### config.mk
export PLATFORM = sky130hd
export DESIGN_NAME = alu8_core
export DESIGN_NICKNAME = d
export VERILOG_FILES = /design/src/rtl/alu8_pkg.sv /design/src/rtl/alu8_addsub.sv /design/src/rtl/alu8_incdec.sv /design/src/rtl/alu8_shifter.sv /design/src/rtl/alu8_compare.sv /design/src/rtl/alu8_core.sv
export SDC_FILE = /design/constraint.sdc
export NUM_CORES = 1
export LEC_CHECK = 0
export BUFFER_PORTS_ARGS = -buffer_cell sky130_fd_sc_hd__clkbuf_2
export CORE_MARGIN = 5
export CORE_UTILIZATION = 60
export DETAILED_ROUTE_END_ITERATION = 8
export PLACE_DENSITY = 0.81
export RECOVER_POWER = 25
export SLEW_MARGIN = 30
export SYNTH_ARGS = -nofsm -noshare
export SYNTH_HDL_FRONTEND = slang
export SYNTH_HIERARCHICAL = 1
export SYNTH_SLANG_ARGS = --single-unit
### constraint.sdc
create_clock -name clk -period 4.13 [get_ports clk]
set_input_delay 0.2065 -clock clk [delete_from_list [all_inputs] [get_ports clk]]
set_output_delay 0.2065 -clock clk [all_outputs]
set_load 0.01 [all_outputs]
### src/rtl/alu8_pkg.sv
package alu8_pkg;

  typedef enum logic [3:0] {
    OP_ADC = 4'h0,
    OP_SBC = 4'h1,
    OP_AND = 4'h2,
    OP_OR  = 4'h3,
    OP_XOR = 4'h4,
    OP_INC = 4'h5,
    OP_DEC = 4'h6,
    OP_ASL = 4'h7,
    OP_LSR = 4'h8,
    OP_ROL = 4'h9,
    OP_ROR = 4'hA,
    OP_CMP = 4'hB,
    OP_LD  = 4'hC
  } alu_op_e;

  typedef enum logic [1:0] {
    SH_ASL = 2'd0,
    SH_LSR = 2'd1,
    SH_ROL = 2'd2,
    SH_ROR = 2'd3
  } shift_kind_e;

  typedef struct packed {
    logic n;
    logic z;
    logic c;
    logic v;
  } alu_flags_t;

endpackage

### src/rtl/alu8_addsub.sv
module alu8_addsub #(
  parameter int W = 8
) (
  input  logic [W-1:0] a,
  input  logic [W-1:0] b,
  input  logic         cin,
  input  logic         sub,
  output logic [W-1:0] sum,
  output logic         cout,
  output logic         ovf
);
  localparam int MSB = W - 1;

  logic [W-1:0] b_eff;
  logic [W:0]   wide;

  // subtract reuses the adder: a + ~b + cin == a - b - (1 - cin)
  always_comb begin
    b_eff = sub ? ~b : b;
    wide  = {1'b0, a} + {1'b0, b_eff} + {{W{1'b0}}, cin};
  end

  assign sum  = wide[W-1:0];
  assign cout = wide[W];
  assign ovf  = (a[MSB] == b_eff[MSB]) && (wide[MSB] != a[MSB]);

endmodule

### src/rtl/alu8_incdec.sv
module alu8_incdec #(
  parameter int W = 8
) (
  input  logic [W-1:0] x,
  input  logic         dec,
  output logic [W-1:0] y
);
  localparam logic [W-1:0] ONE = {{(W-1){1'b0}}, 1'b1};

  always_comb begin
    if (dec) y = x - ONE;
    else     y = x + ONE;
  end

endmodule

### src/rtl/alu8_shifter.sv
module alu8_shifter
  import alu8_pkg::*;
#(
  parameter int W = 8
) (
  input  logic [W-1:0] x,
  input  shift_kind_e  kind,
  output logic [W-1:0] y,
  output logic         cout
);
  localparam int MSB = W - 1;

  logic [W-1:0] from_below;
  logic [W-1:0] from_above;
  logic         fill_lo;
  logic         fill_hi;
  logic         go_left;

  assign go_left = (kind == SH_ASL) || (kind == SH_ROL);
  assign fill_lo = (kind == SH_ROL) ? x[MSB] : 1'b0;
  assign fill_hi = (kind == SH_ROR) ? x[0]   : 1'b0;

  for (genvar g = 0; g < W; g++) begin : g_lane
    if (g == 0) begin : g_lo
      assign from_below[g] = fill_lo;
    end else begin : g_lo_mid
      assign from_below[g] = x[g-1];
    end
    if (g == MSB) begin : g_hi
      assign from_above[g] = fill_hi;
    end else begin : g_hi_mid
      assign from_above[g] = x[g+1];
    end
  end

  assign y    = go_left ? from_below : from_above;
  assign cout = go_left ? x[MSB] : x[0];

endmodule

### src/rtl/alu8_compare.sv
module alu8_compare #(
  parameter int W = 8
) (
  input  logic [W-1:0] lhs,
  input  logic [W-1:0] rhs,
  output logic         lt,
  output logic         eq
);
  assign lt = lhs < rhs;
  assign eq = lhs == rhs;
endmodule

### src/rtl/alu8_core.sv
module alu8_core
  import alu8_pkg::*;
#(
  parameter int W = 8
) (
  input  logic         clk,
  input  logic         rst,
  input  logic         op_valid,
  input  logic [3:0]   op_code,
  input  logic         unary_src,
  input  logic [W-1:0] reg_opnd,
  input  logic [W-1:0] mem_opnd,
  output logic [W-1:0] result_q,
  output logic         flag_n,
  output logic         flag_z,
  output logic         flag_c,
  output logic         flag_v
);
  localparam int MSB = W - 1;

  alu_op_e      op;
  alu_flags_t   flags_q, flags_d;
  logic [W-1:0] result_d;
  logic [W-1:0] uny_x;
  logic [W-1:0] as_sum, id_y, sh_y;
  logic         as_cout, as_ovf, sh_cout, cmp_lt, cmp_eq;
  logic         writes_result;
  shift_kind_e  sh_kind;

  assign op    = alu_op_e'(op_code);
  assign uny_x = unary_src ? mem_opnd : reg_opnd;

  always_comb begin
    case (op)
      OP_LSR:  sh_kind = SH_LSR;
      OP_ROL:  sh_kind = SH_ROL;
      OP_ROR:  sh_kind = SH_ROR;
      default: sh_kind = SH_ASL;
    endcase
  end

  alu8_addsub #(.W(W)) addsub_i (
    .a(reg_opnd), .b(mem_opnd), .cin(flags_q.c), .sub(op == OP_SBC),
    .sum(as_sum), .cout(as_cout), .ovf(as_ovf)
  );

  alu8_incdec #(.W(W)) incdec_i (
    .x(uny_x), .dec(op == OP_DEC), .y(id_y)
  );

  alu8_shifter #(.W(W)) shifter_i (
    .x(uny_x), .kind(sh_kind), .y(sh_y), .cout(sh_cout)
  );

  alu8_compare #(.W(W)) compare_i (
    .lhs(reg_opnd), .rhs(mem_opnd), .lt(cmp_lt), .eq(cmp_eq)
  );

  always_comb begin
    result_d      = result_q;
    flags_d       = flags_q;
    writes_result = 1'b0;
    case (op)
      OP_ADC, OP_SBC: begin
        result_d      = as_sum;
        flags_d.c     = as_cout;
        flags_d.v     = as_ovf;
        writes_result = 1'b1;
      end
      OP_AND: begin result_d = reg_opnd & mem_opnd; writes_result = 1'b1; end
      OP_OR:  begin result_d = reg_opnd | mem_opnd; writes_result = 1'b1; end
      OP_XOR: begin result_d = reg_opnd ^ mem_opnd; writes_result = 1'b1; end
      OP_INC, OP_DEC: begin
        result_d      = id_y;
        writes_result = 1'b1;
      end
      OP_ASL, OP_LSR, OP_ROL, OP_ROR: begin
        result_d      = sh_y;
        flags_d.c     = sh_cout;
        writes_result = 1'b1;
      end
      OP_CMP: begin
        flags_d.n = cmp_lt;
        flags_d.z = cmp_eq;
        flags_d.c = ~cmp_lt;
      end
      OP_LD: begin result_d = mem_opnd; writes_result = 1'b1; end
      default: ;
    endcase
    if (writes_result) begin
      flags_d.n = result_d[MSB];
      flags_d.z = (result_d == '0);
    end
  end

  always_ff @(posedge clk) begin
    if (rst) begin
      result_q <= '0;
      flags_q  <= '0;
    end else if (op_valid) begin
      result_q <= result_d;
      flags_q  <= flags_d;
    end
  end

  assign flag_n = flags_q.n;
  assign flag_z = flags_q.z;
  assign flag_c = flags_q.c;
  assign flag_v = flags_q.v;

endmodule

---- Word-level counts from Yosys, hierarchy flattened ----
Cells that the tools add are included.
storage, ports and cells
  bits of input ports ..................... 24
  flip-flop bits (word level) ............. 12
  output and inout port bits .............. 12
cells by class
  order comparisons ....................... 1
  reductions and logical operators ........ 14
  multiplexer cells ....................... 13
  add/sub/neg operators ................... 4
  bitwise logic cells ..................... 5
  equality and inequality tests ........... 17
operators with widths
  kind                                                 number
  one-hot mux 8 bit (7 select lines)                   1
  two-way mux 8 bit                                    4
  equality test 4 bit, second input constant           5
  equality test 4 x 3 -> 1 bit, second input constant  4
  OR reduction 12 bit                                  1
  adder 8 x 8 -> 9 bit                                 1
  adder 9 x 1 -> 9 bit                                 1
  adder 8 x 1 -> 8 bit, second input constant          1
  AND 8 bit                                            1
  equality test 4 x 2 -> 1 bit, second input constant  2
  equality test 8 bit                                  1
  logical NOT 8 bit                                    1
  < comparator 8 bit                                   1
  inverter 8 bit                                       1
  bitwise OR 8 bit                                     1
  subtractor 8 x 1 -> 8 bit, second input constant     1
  bitwise XOR 8 bit                                    1
  one-hot mux 2 bit (3 select lines)                   1
  AND reduction 2 bit                                  3
  equality test 2 bit, second input constant           2
  equality test 4 x 1 -> 1 bit, second input constant  1
  logical NOT 4 bit                                    1
  two-way mux 1 bit                                    4
  two-way mux 2 bit                                    2
  other kinds (11)                                     12

---- Depth between registers and ports, before layout ----
Gate-level depths: netlist of the first run.
  depth after elaboration ................. 8
  mapped depth ............................ 18
  mapped depth without buffers ............ 15

---- By module ----
The synthesis of the first run kept the hierarchy.
by module, submodules not included
  module        instances  sequential area each (µm²)  area each (µm²)  cells each
  alu8_core     1          240.2                       1806.7           244
  alu8_addsub   1          0.0                         465.4            60
  alu8_incdec   1          0.0                         297.8            40
  alu8_compare  1          0.0                         202.7            27
  alu8_shifter  1          0.0                         138.9            14

---- Worst setup path before layout of the first run ----
Ideal clock, no wire load.
  path kind ............................... input-to-reg
  from .................................... in op_code[2]
  to ...................................... reg flags_q (netlist bit flag_z)
  cell stages on the path ................. 17
  path buffers ............................ 3
  library setup time ...................... 87 ps
  arrival ................................. 3345 ps
  data required time ...................... 4043 ps
  setup slack ............................. 698 ps
  path through ............................ buf_6 buf_6 nor2_1 and3_1 buf_2 xnor2_1 fa_1 fa_1 nor2b_1 o31a_1 a21oi_1 nor2b_1 a311oi_1 a211oi_1 a311oi_4 nand4_1 o31ai_1
RTL lines
  item                                RTL line           text
  from (decl)                         alu8_core.sv:9     input logic [3:0] op_code,
  equality test 4 x 1 -> 1 bit        alu8_core.sv:43    .a(reg_opnd), .b(mem_opnd), .cin(flags_q.c), .sub(op == OP_SBC),
  two-way mux 8 bit                   alu8_addsub.sv:19  b_eff = sub ? ~b : b;
  adder 8 x 8 -> 9 bit                alu8_addsub.sv:20  wide = {1'b0, a} + {1'b0, b_eff} + {{W{1'b0}}, cin};
  adder 9 x 1 -> 9 bit                alu8_addsub.sv:20
  named net as_sum[4]                 alu8_core.sv:25    logic [W-1:0] as_sum, id_y, sh_y;
  one-hot mux 8 bit (7 select lines)  alu8_core.sv:63    case (op)
  logical NOT 8 bit                   alu8_core.sv:92    flags_d.z = (result_d == '0);
  two-way mux 2 bit                   alu8_core.sv:90    if (writes_result) begin
  to (signal assigned)                alu8_core.sv:102   flags_q <= flags_d;
  to (decl)                           alu8_core.sv:22    alu_flags_t flags_q, flags_d;
The timed path passes the listed nets, and every way through them passes these cells.
A chain may end at the register's enable or synchronous reset.

---- Worst setup path after layout of the first run ----
  from .................................... in op_code[2]
  to ...................................... reg flags_q (netlist bit flag_n)
RTL lines
  item                                RTL line           text
  equality test 4 x 3 -> 1 bit        alu8_core.sv:48    .x(uny_x), .dec(op == OP_DEC), .y(id_y)
  two-way mux 8 bit                   alu8_incdec.sv:11  if (dec) y = x - ONE;
  named net id_y[7]                   alu8_core.sv:25
  one-hot mux 8 bit (7 select lines)  alu8_core.sv:63
  two-way mux 2 bit                   alu8_core.sv:90
The timed path passes the listed nets, and every way through them passes these cells.

==> impl_results.md, run 1 <==
* Top-area cell type share of the netlist area at 15.9%
* Row count at 25
* Max Used Layer: met4
* Skew-Pair Late Insertion Delay at roughly 0.24 ns
* Routed length on met2 at 3.58 mm
* CP max FO at 36
* Final Slew Violations at 0
* Top_reg_cell synth: dfxtp_1
* First-pass GRT wire length at 12.7 mm
* Post-CTS Resized at 0
* Fmax at a little over 300 MHz
* Grt total ovfl at 0
* VDD IR-drop max at roughly 0.14 mV
* Number of synthesized flops with an enable pin at 0
* Crit path capture type: flop
* TritonCTS buffer count at 3
* Pwr dens at 193 nW/um^2
* Met3 wire len at 608 um
* Post-route ant nets at 0
* Setup TNS at 0 ns
* Largest net degree at the start of global routing at 43
* RSZ-0062 raised after global routing: no
* Sequential element share of the synthesized area at approximately 8.3%
* Pre-antenna DRT Iters at 5
* Final setup fails at 0
* RD Place Congestion at roughly 0.9
* Starting Density at between 60% and 70%
* Vias in the first global route at 2711
* Tmin final at 3.26 ns
* Synthesized Nets at ~450
* Synth warn at 6
* Max-cap violations at 0
* Synth-to-layout area growth at 5.59%
* Final nets at 477
* Die Wd at ~80 um
* Critical path's top delay family: compound AO/OA/AOI/OAI gates
* Leak pwr at between 1 and 1.5 nW
* Routed vias at around 3k
* Run status: complete, no violations
* Commonest non-fill, non-tap cells in the layout: 49 x inv_1, 37 x ha_1, 35 x nor2_1
* Post-CTS Hold Buffers at 0
* Slew @ Worst Pin at 0.789 ns
* Startpoint types: input pin
* # diodes at 0
* Post-DP HPWL at 6.15 mm
* Synth Cell Area at 2910 um^2
* Layout cells sized above 1 at 15.8%
* Avg Cell Area, Syn at 7.56 um^2
* Inst Count DP at roughly 480
* CTS clock-pin slew for the worst setup and hold paths at 0.05 ns
* Total GRT Usage at 24.5%
* Dominant cell type by area after synthesis: ha_1
* Placed cell areas at about 3000 um^2
* CP bufs+invs at 3
* Critical-path top delay cell: a211oi_1
* Post-synthesis async set-or-reset flop share at 0%
* Max Root-Sink Buffers at 2
* Tot Pwr at 0.595 mW
* Critical Path Max Stage Delay at 0.37 ns
* Drt drc at 0
* Initial antenna violation count at 0
* # clock sinks at 12
* Worst hold-check path type: input pin to flop
* DIE HEIGHT at 79.7 um
* Fin Clk Skew at roughly 0.0034 ns
* Tcrit/Tclk final at 79.0%
* Core area at between 4000 and 5000 um^2
* CP Data Arrival Time at 3.43 ns
* Final cell count without fillers at 478
* CTS Root Cell: clkbuf_8
* Final Routed Wirelength at 7.64 mm
* Die area at 6350 um^2
* Slew margin rel. at approximately 47%
* Post-CTS Setup Bufs at 0
* Via density at 6.18
* Setup CP Type: input pin to flop
* Number of fill cells at 430
* Final number of hold-violating endpoints at 0
* Required time of the worst setup path at 4.30 ns
* H-tree depth at 1
* Critical path, cell by cell: clkbuf_2 -> buf_4 -> nand2b_1 -> nor3_1 -> buf_4 -> ha_1 -> a211oi_1 -> nor2_1 -> a41oi_1 -> xnor2_1 -> mux2i_1 -> a211oi_1 -> nor4_2 -> a311o_1 -> a21oi_1
* Post-route cell area at 3070 um^2
* CTS tree: done
* Routed len/inst at 16.0 um
* Top cells by area, synth: ha_1 16%, dfxtp_1 8.3%, inv_1 6.3%
* Cell variety after synth at between 70 and 80
* Synth Instances at about 390
* Starting DRC count in detailed routing at 254
* WL met1 at 3.33 mm
* Input/output buffers at 35
* # IOs at 36
* Most common cell after layout, fill and taps aside: inv_1
* Seq cells post-synth at 12
[layout make-up]
type	count	area [um^2]	area share, %
multi-input combinational	303	2290	74.5
clock buffer	3	41.3	1.34
inverter	49	184	5.98
timing repair buffer	44	235	7.65
tap	67	83.8	2.73
sequential	12	240	7.81
[per-stage QoR]
stage / worst slack, ns / util [%] / hold slack, ns
2_1_floorplan: 0.698 / - / 0.286
3_3_place_gp: 0.620 / 64.4 / 0.440
3_5_place_dp: 0.659 / 64.4 / 0.465
4_1_cts: 0.895 / 65.2 / 0.294
5_1_grt: 0.618 / 65.1 / 0.312
6_report: 0.866 / 65.1 / 0.302
[path summary, 6_finish.rpt]
kind,start,endpoint,slack [ns],cells past startpoint
max,op_code[2],flag_n,0.87,15
min,rst,flag_n,0.30,2
max reg2reg,flag_c,flag_z,1.10,13
min reg2reg,flag_n,flag_n,0.46,2
[cells by family (layout without fill, tap and decap cells)]
kind of cell	Yosys count	in the layout	synth area share, %
muxes	11	11	5.03
DFF	12	12	8.25
buffers and inverters	70	96	13.1
and+or+nand+nor	115	115	20.7
xor gates and xnor gates	15	15	4.51
AOI/OAI and AO/OA	121	121	30.0
adders and majority gates	41	41	18.3
[power by group]
part	switching [mW]	total (mW)	internal (mW)
clock	0.0390	0.103	0.0639
sequential	0.00685	0.132	0.126
combinational	0.208	0.360	0.151
total	0.254	0.595	0.341
[state kept, by name (all words and copies together) (netlist names)]
register,flops
result_q,8
flag_v,1
flag_n,1
flag_c,1
flag_z,1
[metal layers]
layer	global-route usage [%]	vias to the layer above
met2	40.3	121
met4	4.64	0
li1	-	1456
met1	33.9	1368
met5	0	-
met3	3.84	10
[Yosys cell counts, types with 5 or more instances]
cell type,instances
a211oi_1,9
a21oi_1,20
buf_4,5
buf_6,6
dfxtp_1,12
ha_1,37
inv_1,49
mux2_4,7
nand2_1,25
nand3_1,6
nor2_1,35
nor2b_1,7
nor3_1,8
o21ai_0,27
xnor2_1,6
xor2_1,9
Power figures use the tool's default switching activity.
==> inputs of run 2 (changes only) <==
--- a/config.mk
+++ b/config.mk
@@ -7,9 +7,9 @@
 export LEC_CHECK = 0
 export BUFFER_PORTS_ARGS = -buffer_cell sky130_fd_sc_hd__clkbuf_2
 export CORE_MARGIN = 5
-export CORE_UTILIZATION = 60
+export CORE_UTILIZATION = 54
 export DETAILED_ROUTE_END_ITERATION = 8
-export PLACE_DENSITY = 0.81
+export PLACE_DENSITY = 0.77
 export RECOVER_POWER = 25
 export SLEW_MARGIN = 30
 export SYNTH_ARGS = -nofsm -noshare
==> constraint.sdc (replaced) <==
create_clock -name clk -period 2.8 [get_ports clk]
set_input_delay 0.14 -clock clk [delete_from_list [all_inputs] [get_ports clk]]
set_output_delay 0.14 -clock clk [all_outputs]
set_load 0.01 [all_outputs]
==> impl_results.md, run 2 (synthesized netlist as in run 1, its figures left out) <==
* Reg-to-reg setup timing slack at -0.03 ns (was 1.10 ns)
* Hold Startpoint: rst (unchanged)
* CP max FO at 5 (was 36)
* Drt drc at 0 (unchanged)
* Post-route ant nets at 0 (unchanged)
* Synth-to-layout area growth at 27.4% (was 5.59%)
* DIE HEIGHT at 83.4 um (was 79.7 um)
* Place WS at -0.322 ns (was 0.659 ns)
* Top reg by flops: result_q (unchanged)
* Final hold slack at 0.238 ns (was 0.302 ns)
* Fin Clk Skew at 0.00157 ns (was 0.00340 ns)
* Worst hold-check path type: input pin to flop (unchanged)
* Setup TNS at -0.0784 ns (was 0 ns)
* Layout cells sized above 1 at 32.9% (was 15.8%)
* Via density at 5.89 (was 6.18)
* TritonCTS buffer count at 3 (unchanged)
* Critical Path Max Stage Delay at 0.38 ns (was 0.37 ns)
* Vias in the first global route at 3056 (was 2711)
* Routed vias at 3203 (was 2955)
* Final Slew Violations at 0 (unchanged)
* CP Data Arrival Time at 3.03 ns (was 3.43 ns)
* Required time of the worst setup path at 2.95 ns (was 4.30 ns)
* Max Root-Sink Buffers at 2 (unchanged)
* RD Place Congestion at 0.967 (was 0.913)
* Slew @ Worst Pin at 0.788 ns (was 0.789 ns)
* Startpoint types: input pin (unchanged)
* Grt total ovfl at 0 (unchanged)
* Input/output buffers at 35 (unchanged)
* Starting DRC count in detailed routing at 230 (was 254)
* Final number of hold-violating endpoints at 0 (unchanged)
* Critical-path top delay cell: nor4_2 (was a211oi_1)
* Pwr dens at 287 nW/um^2 (was 193 nW/um^2)
* Largest net degree at the start of global routing at 35 (was 43)
* R2R cell count at 13 (unchanged)
* Pre-antenna DRT Iters at 5 (unchanged)
* RR Startpoint: flag_c (unchanged)
* Routed len/inst at 16.4 um (was 16.0 um)
* Hold endpoint: result_q[4] (was flag_n)
* CTS clock-pin slew for the worst setup and hold paths at 0.05 ns (about the same)
* Min-Delay Path Depth at 2 (unchanged)
* Critical path, cell by cell: clkbuf_2 -> inv_2 -> and3_4 -> buf_4 -> buf_4 -> xor2_1 -> ha_1 -> o21a_1 -> o31ai_4 -> a21oi_2 -> xor2_1 -> nor2b_1 -> a31oi_1 -> nor3_1 -> nor4_2 -> o221ai_2 -> o31ai_2 (was clkbuf_2 -> buf_4 -> nand2b_1 -> nor3_1 -> buf_4 -> ha_1 -> a211oi_1 -> nor2_1 -> a41oi_1 -> xnor2_1 -> mux2i_1 -> a211oi_1 -> nor4_2 -> a311o_1 -> a21oi_1)
* VDD IR-drop max at 0.245 mV (was 0.143 mV)
* Commonest non-fill, non-tap cells in the layout: 71 x buf_4, 47 x inv_1, 37 x ha_1 (was 49 x inv_1, 37 x ha_1, 35 x nor2_1)
* Final setup fails at 1 (was 0)
* Setup CP Type: input pin to flop (unchanged)
* Worst Setup SP: op_code[1] (was op_code[2])
* Max-cap violations at 0 (unchanged)
* H-tree depth at 1 (unchanged)
* Tmin final at 2.88 ns
* Initial antenna violation count at 0 (unchanged)
* Final setup margin at -0.0784 ns (was 0.866 ns)
* Final core utilization at 71.7% (was 65.1%)
* Die area at 6960 um^2 (was 6350 um^2)
* Final Routed Wirelength at 8.93 mm (was 7.64 mm)
* # diodes at 0 (unchanged)
* Fmax at 347 MHz
* Reg2reg end: flag_z (unchanged)
* Crit path capture type: flop (unchanged)
* Total GRT Usage at 24.5% (about the same)
* CTS Root Cell: clkbuf_8 (unchanged)
* First-pass GRT wire length at 14.3 mm (was 12.7 mm)
* Failing checks: negative setup slack
* # IOs at 36 (unchanged)
* # clock sinks at 12 (unchanged)
* Core area at 5170 um^2 (was 4720 um^2)
* Post-DP HPWL at 7.19 mm (was 6.15 mm)
* Die Wd at 83.4 um (was 79.7 um)
* Row count at 26 (was 25)
* RSZ-0062 raised after global routing: yes (was no)
* Final nets at 539 (was 477)
* Skew-Pair Late Insertion Delay at 0.24 ns (about the same)
* Starting Density at 56.3% (was 61.6%)
* Leak pwr at 1.80 nW (was 1.46 nW)
* CTS tree: done (unchanged)
* Most common cell after layout, fill and taps aside: buf_4 (was inv_1)
* Slew margin rel. at 46.8% (was 46.6%)
* Run status: finished with violations (was complete, no violations)
* Tcrit/Tclk final at 103%
* Max reg flops at 8 (unchanged)
==> run 2: through the flow <==
step	cells	total power [mW]	instance area [um^2]
floorplan	385	0.606	2960
global placement	533	0.805	3490
detailed placement	533	0.818	3490
CTS	538	1.01	3580
global route	544	1.14	3710
finish	544	1.06	3710
==> run 2: worst max-delay path: cells and delay by family <==
family | cells | cell delay, ns
compound gates | 6 | 1.02
xor+xnor | 2 | 0.30
fa+ha+maj | 1 | 0.34
buf+inv | 4 | 0.43
simple gates | 4 | 0.78
==> run 2: layout make-up <==
class                      instances  area (um^2)
timing repair buffer             106          716
inverter                          49          184
sequential                        12          241
multi-input combinational        303         2420
tap                               70         87.6
clock buffer                       4         55.1
fill                             461         1460
==> run 2: worst max path at each step <==
stage,to,slack (ns),cells past startpoint
4_1_cts,flag_z,-0.05,16
3_3_place_gp,flag_z,-0.24,16
5_1_grt,flag_z,-0.19,16
2_1_floorplan,flag_z,-0.26,18
6_report,flag_z,-0.08,17
3_5_place_dp,flag_z,-0.32,16
==> run 2: timing repair <==
action	in CTS	in global routing
resized for setup	4	27
setup endpoints to repair	2	6
hold buffers	0	0
setup buffers	1	6
pin swaps	4	18
hold endpoints to repair	0	0
==> run 2: power by group <==
| part | internal (mW) | leakage [nW] | switching (mW) |
|---|---|---|---|
| Clock | 0.124 | 0.0288 | 0.0624 |
| Combinational | 0.325 | 1.68 | 0.356 |
| Sequential | 0.185 | 0.0993 | 0.0109 |
==> run 2: metal layers <==
| metal | wire, um | vias to the layer above | GRT usage (%) |
|---|---|---|---|
| met3 | 537 | 16 | 3.66 |
| met5 | 0 | - | 0 |
| met4 | 140 | 0 | 5.26 |
| met1 | 3930 | 1502 | 32.1 |
| li1 | - | 1577 | - |
| met2 | 4320 | 108 | 42.6 |
==> inputs of run 3 (changes only) <==
--- a/config.mk
+++ b/config.mk
@@ -11,6 +11,8 @@
 export DETAILED_ROUTE_END_ITERATION = 8
 export PLACE_DENSITY = 0.77
 export RECOVER_POWER = 25
+export SETUP_SLACK_MARGIN = 0.02
+export SKIP_CTS_REPAIR_TIMING = 1
 export SLEW_MARGIN = 30
 export SYNTH_ARGS = -nofsm -noshare
 export SYNTH_HDL_FRONTEND = slang
==> impl_results.md, run 3 (synthesized netlist as in run 1, its figures left out) <==
* Run status: complete, no violations (was finished with violations)
* Register Area at 241 um^2 (unchanged)
* Starting DRC count in detailed routing at 199 (was 230)
* Row count at 26 (unchanged)
* Commonest non-fill, non-tap cells in the layout: 73 x buf_4, 47 x inv_1, 36 x ha_1 (was 71 x buf_4, 47 x inv_1, 37 x ha_1)
* First-pass GRT wire length at 14.4 mm (was 14.3 mm)
* H-tree depth at 1 (unchanged)
* Switching share of power at 40.1% (was 40.4%)
* Final Slew Violations at 0 (unchanged)
* Gate power share at 64.6% (was 64.0%)
* Leak pwr at 1.82 nW (was 1.80 nW)
* RD Place Congestion at 0.967 (unchanged)
* Fin Clk Skew at 0.000969 ns (was 0.00157 ns)
* Required time of the worst setup path at 2.95 ns (about the same)
* Largest net degree at the start of global routing at 35 (unchanged)
* TritonCTS buffer count at 3 (unchanged)
* Crit path capture type: flop (unchanged)
* # IOs at 36 (unchanged)
* # diodes at 0 (unchanged)
* Sequential power share at 18.2% (was 18.4%)
* Tmin final at 2.79 ns (was 2.88 ns)
* Tot Pwr at 1.08 mW (was 1.06 mW)
* CTS tree: done (unchanged)
* Routed len/inst at 16.6 um (was 16.4 um)
* Pre-antenna DRT Iters at 5 (unchanged)
* Routed vias at 3250 (was 3203)
* CP Data Arrival Time at 2.94 ns (was 3.03 ns)
* Final nets at 543 (was 539)
* Die area at 6960 um^2 (unchanged)
* Sw power at 0.432 mW (was 0.429 mW)
* Synth-to-layout area growth at 29.1% (was 27.4%)
* Slew margin rel. at 47.4% (was 46.8%)
* # clock sinks at 12 (unchanged)
* Post-route cell area at 3760 um^2 (was 3710 um^2)
* Max reg flops at 8 (unchanged)
* Final Routed Wirelength at 9.09 mm (was 8.93 mm)
* Placed cell areas at 3490 um^2 (unchanged)
* Worst hold-check path type: input pin to flop (unchanged)
* Grt total ovfl at 0 (unchanged)
* Final setup fails at 0 (was 1)
* Input/output buffers at 35 (unchanged)
* Pint at 0.644 mW (was 0.634 mW)
* Starting Density at 56.3% (unchanged)
* Final number of hold-violating endpoints at 0 (unchanged)
* Clock power frac at 17.2% (was 17.5%)
* Drt drc at 0 (unchanged)
* Via density at 5.93 (was 5.89)
* Post-route ant nets at 0 (unchanged)
* Number of fill cells at 449 (was 461)
* Core area at 5170 um^2 (unchanged)
* Total GRT Usage at 24.5% (unchanged)
* DIE HEIGHT at 83.4 um (unchanged)
* Die Wd at 83.4 um (unchanged)
* CP max FO at 5 (unchanged)
* Startpoint types: input pin (unchanged)
* Max-cap violations at 0 (unchanged)
* Pwr dens at 286 nW/um^2 (was 287 nW/um^2)
* CTS clock-pin slew for the worst setup and hold paths at 0.05 ns (about the same)
* Layout cells sized above 1 at 34.3% (was 32.9%)
* Skew-Pair Late Insertion Delay at 0.24 ns (about the same)
* Vias in the first global route at 3046 (was 3056)
* Final hold slack at 0.238 ns (about the same)
* Most common cell after layout, fill and taps aside: buf_4 (unchanged)
* Post-DP HPWL at 7.19 mm (unchanged)
* Multi-input gate area at 2430 um^2 (was 2420 um^2)
* Top reg by flops: result_q (unchanged)
* Max Root-Sink Buffers at 2 (unchanged)
* Tcrit/Tclk final at 99.6% (was 103%)
* RSZ-0062 raised after global routing: yes (unchanged)
* Setup TNS at 0 ns (was -0.0784 ns)
* CTS Root Cell: clkbuf_8 (unchanged)
* VDD IR-drop max at 0.244 mV (was 0.245 mV)
* Slew @ Worst Pin at 0.777 ns (was 0.788 ns)
* Setup CP Type: input pin to flop (unchanged)
* Fmax at 359 MHz (was 347 MHz)
* Initial antenna violation count at 0 (unchanged)
-- run 3: changes by cell type in the layout (fill, tap and decap cells not counted), sizes merged --
| cell | delta |
|---|---|
| buf | +4 |
-- run 3: final timing paths --
path | cells past startpoint | slack [ns] | from | to
max | 14 | 0.01 | op_code[2] | flag_z
min | 2 | 0.24 | op_valid | result_q[7]
max reg2reg | 13 | 0.07 | flag_c | flag_z
min reg2reg | 2 | 0.48 | flag_n | flag_n
-- run 3: area by class of cell --
cell class                      count  area share [%]
Multi-Input combinational cell    303            64.8
Timing Repair Buffer              110            20.1
Sequential cell                    12            6.42
Inverter                           49            4.89
Tap cell                           70            2.33
Clock buffer                        4            1.46
-- run 3: stage by stage --
stage	setup slack (ns)	util, %	std cells
after global routing	-0.159	72.7	548
after global placement	-0.238	67.5	533
after detailed placement	-0.322	67.5	533
after floorplan	-0.262	-	385
after CTS	-0.136	68.6	537
final	0.0108	72.7	548
-- run 3: routing by layer --
metal	track usage [%]	vias to the layer above	part of all wire [%]
met3	3.07	20	4.7
met1	32.3	1548	45
met5	0	-	0
li1	-	1591	-
met4	5.56	0	2.3
met2	42.5	91	48
-- run 3: power by group through the flow --
stage          Clock, mW  Combinational, mW  Sequential (mW)
2_1_floorplan          0              0.403            0.203
3_3_place_gp           0              0.607            0.198
3_5_place_dp           0              0.620            0.199
4_1_cts            0.187              0.623            0.195
5_1_grt            0.196              0.760            0.198
6_report           0.185              0.696            0.196
-- run 3: worst max-delay path, cell delays in order --
cell       delay [ns]
buf_8            0.10
nor2_4           0.10
and3_4           0.27
xor2_2           0.18
ha_1             0.26
nor2b_2          0.17
o31ai_4          0.33
a211o_1          0.17
o2111ai_1        0.15
o2bb2ai_1        0.16
a22o_2           0.26
o32ai_2          0.27
nand4_1          0.13
o31ai_2          0.25
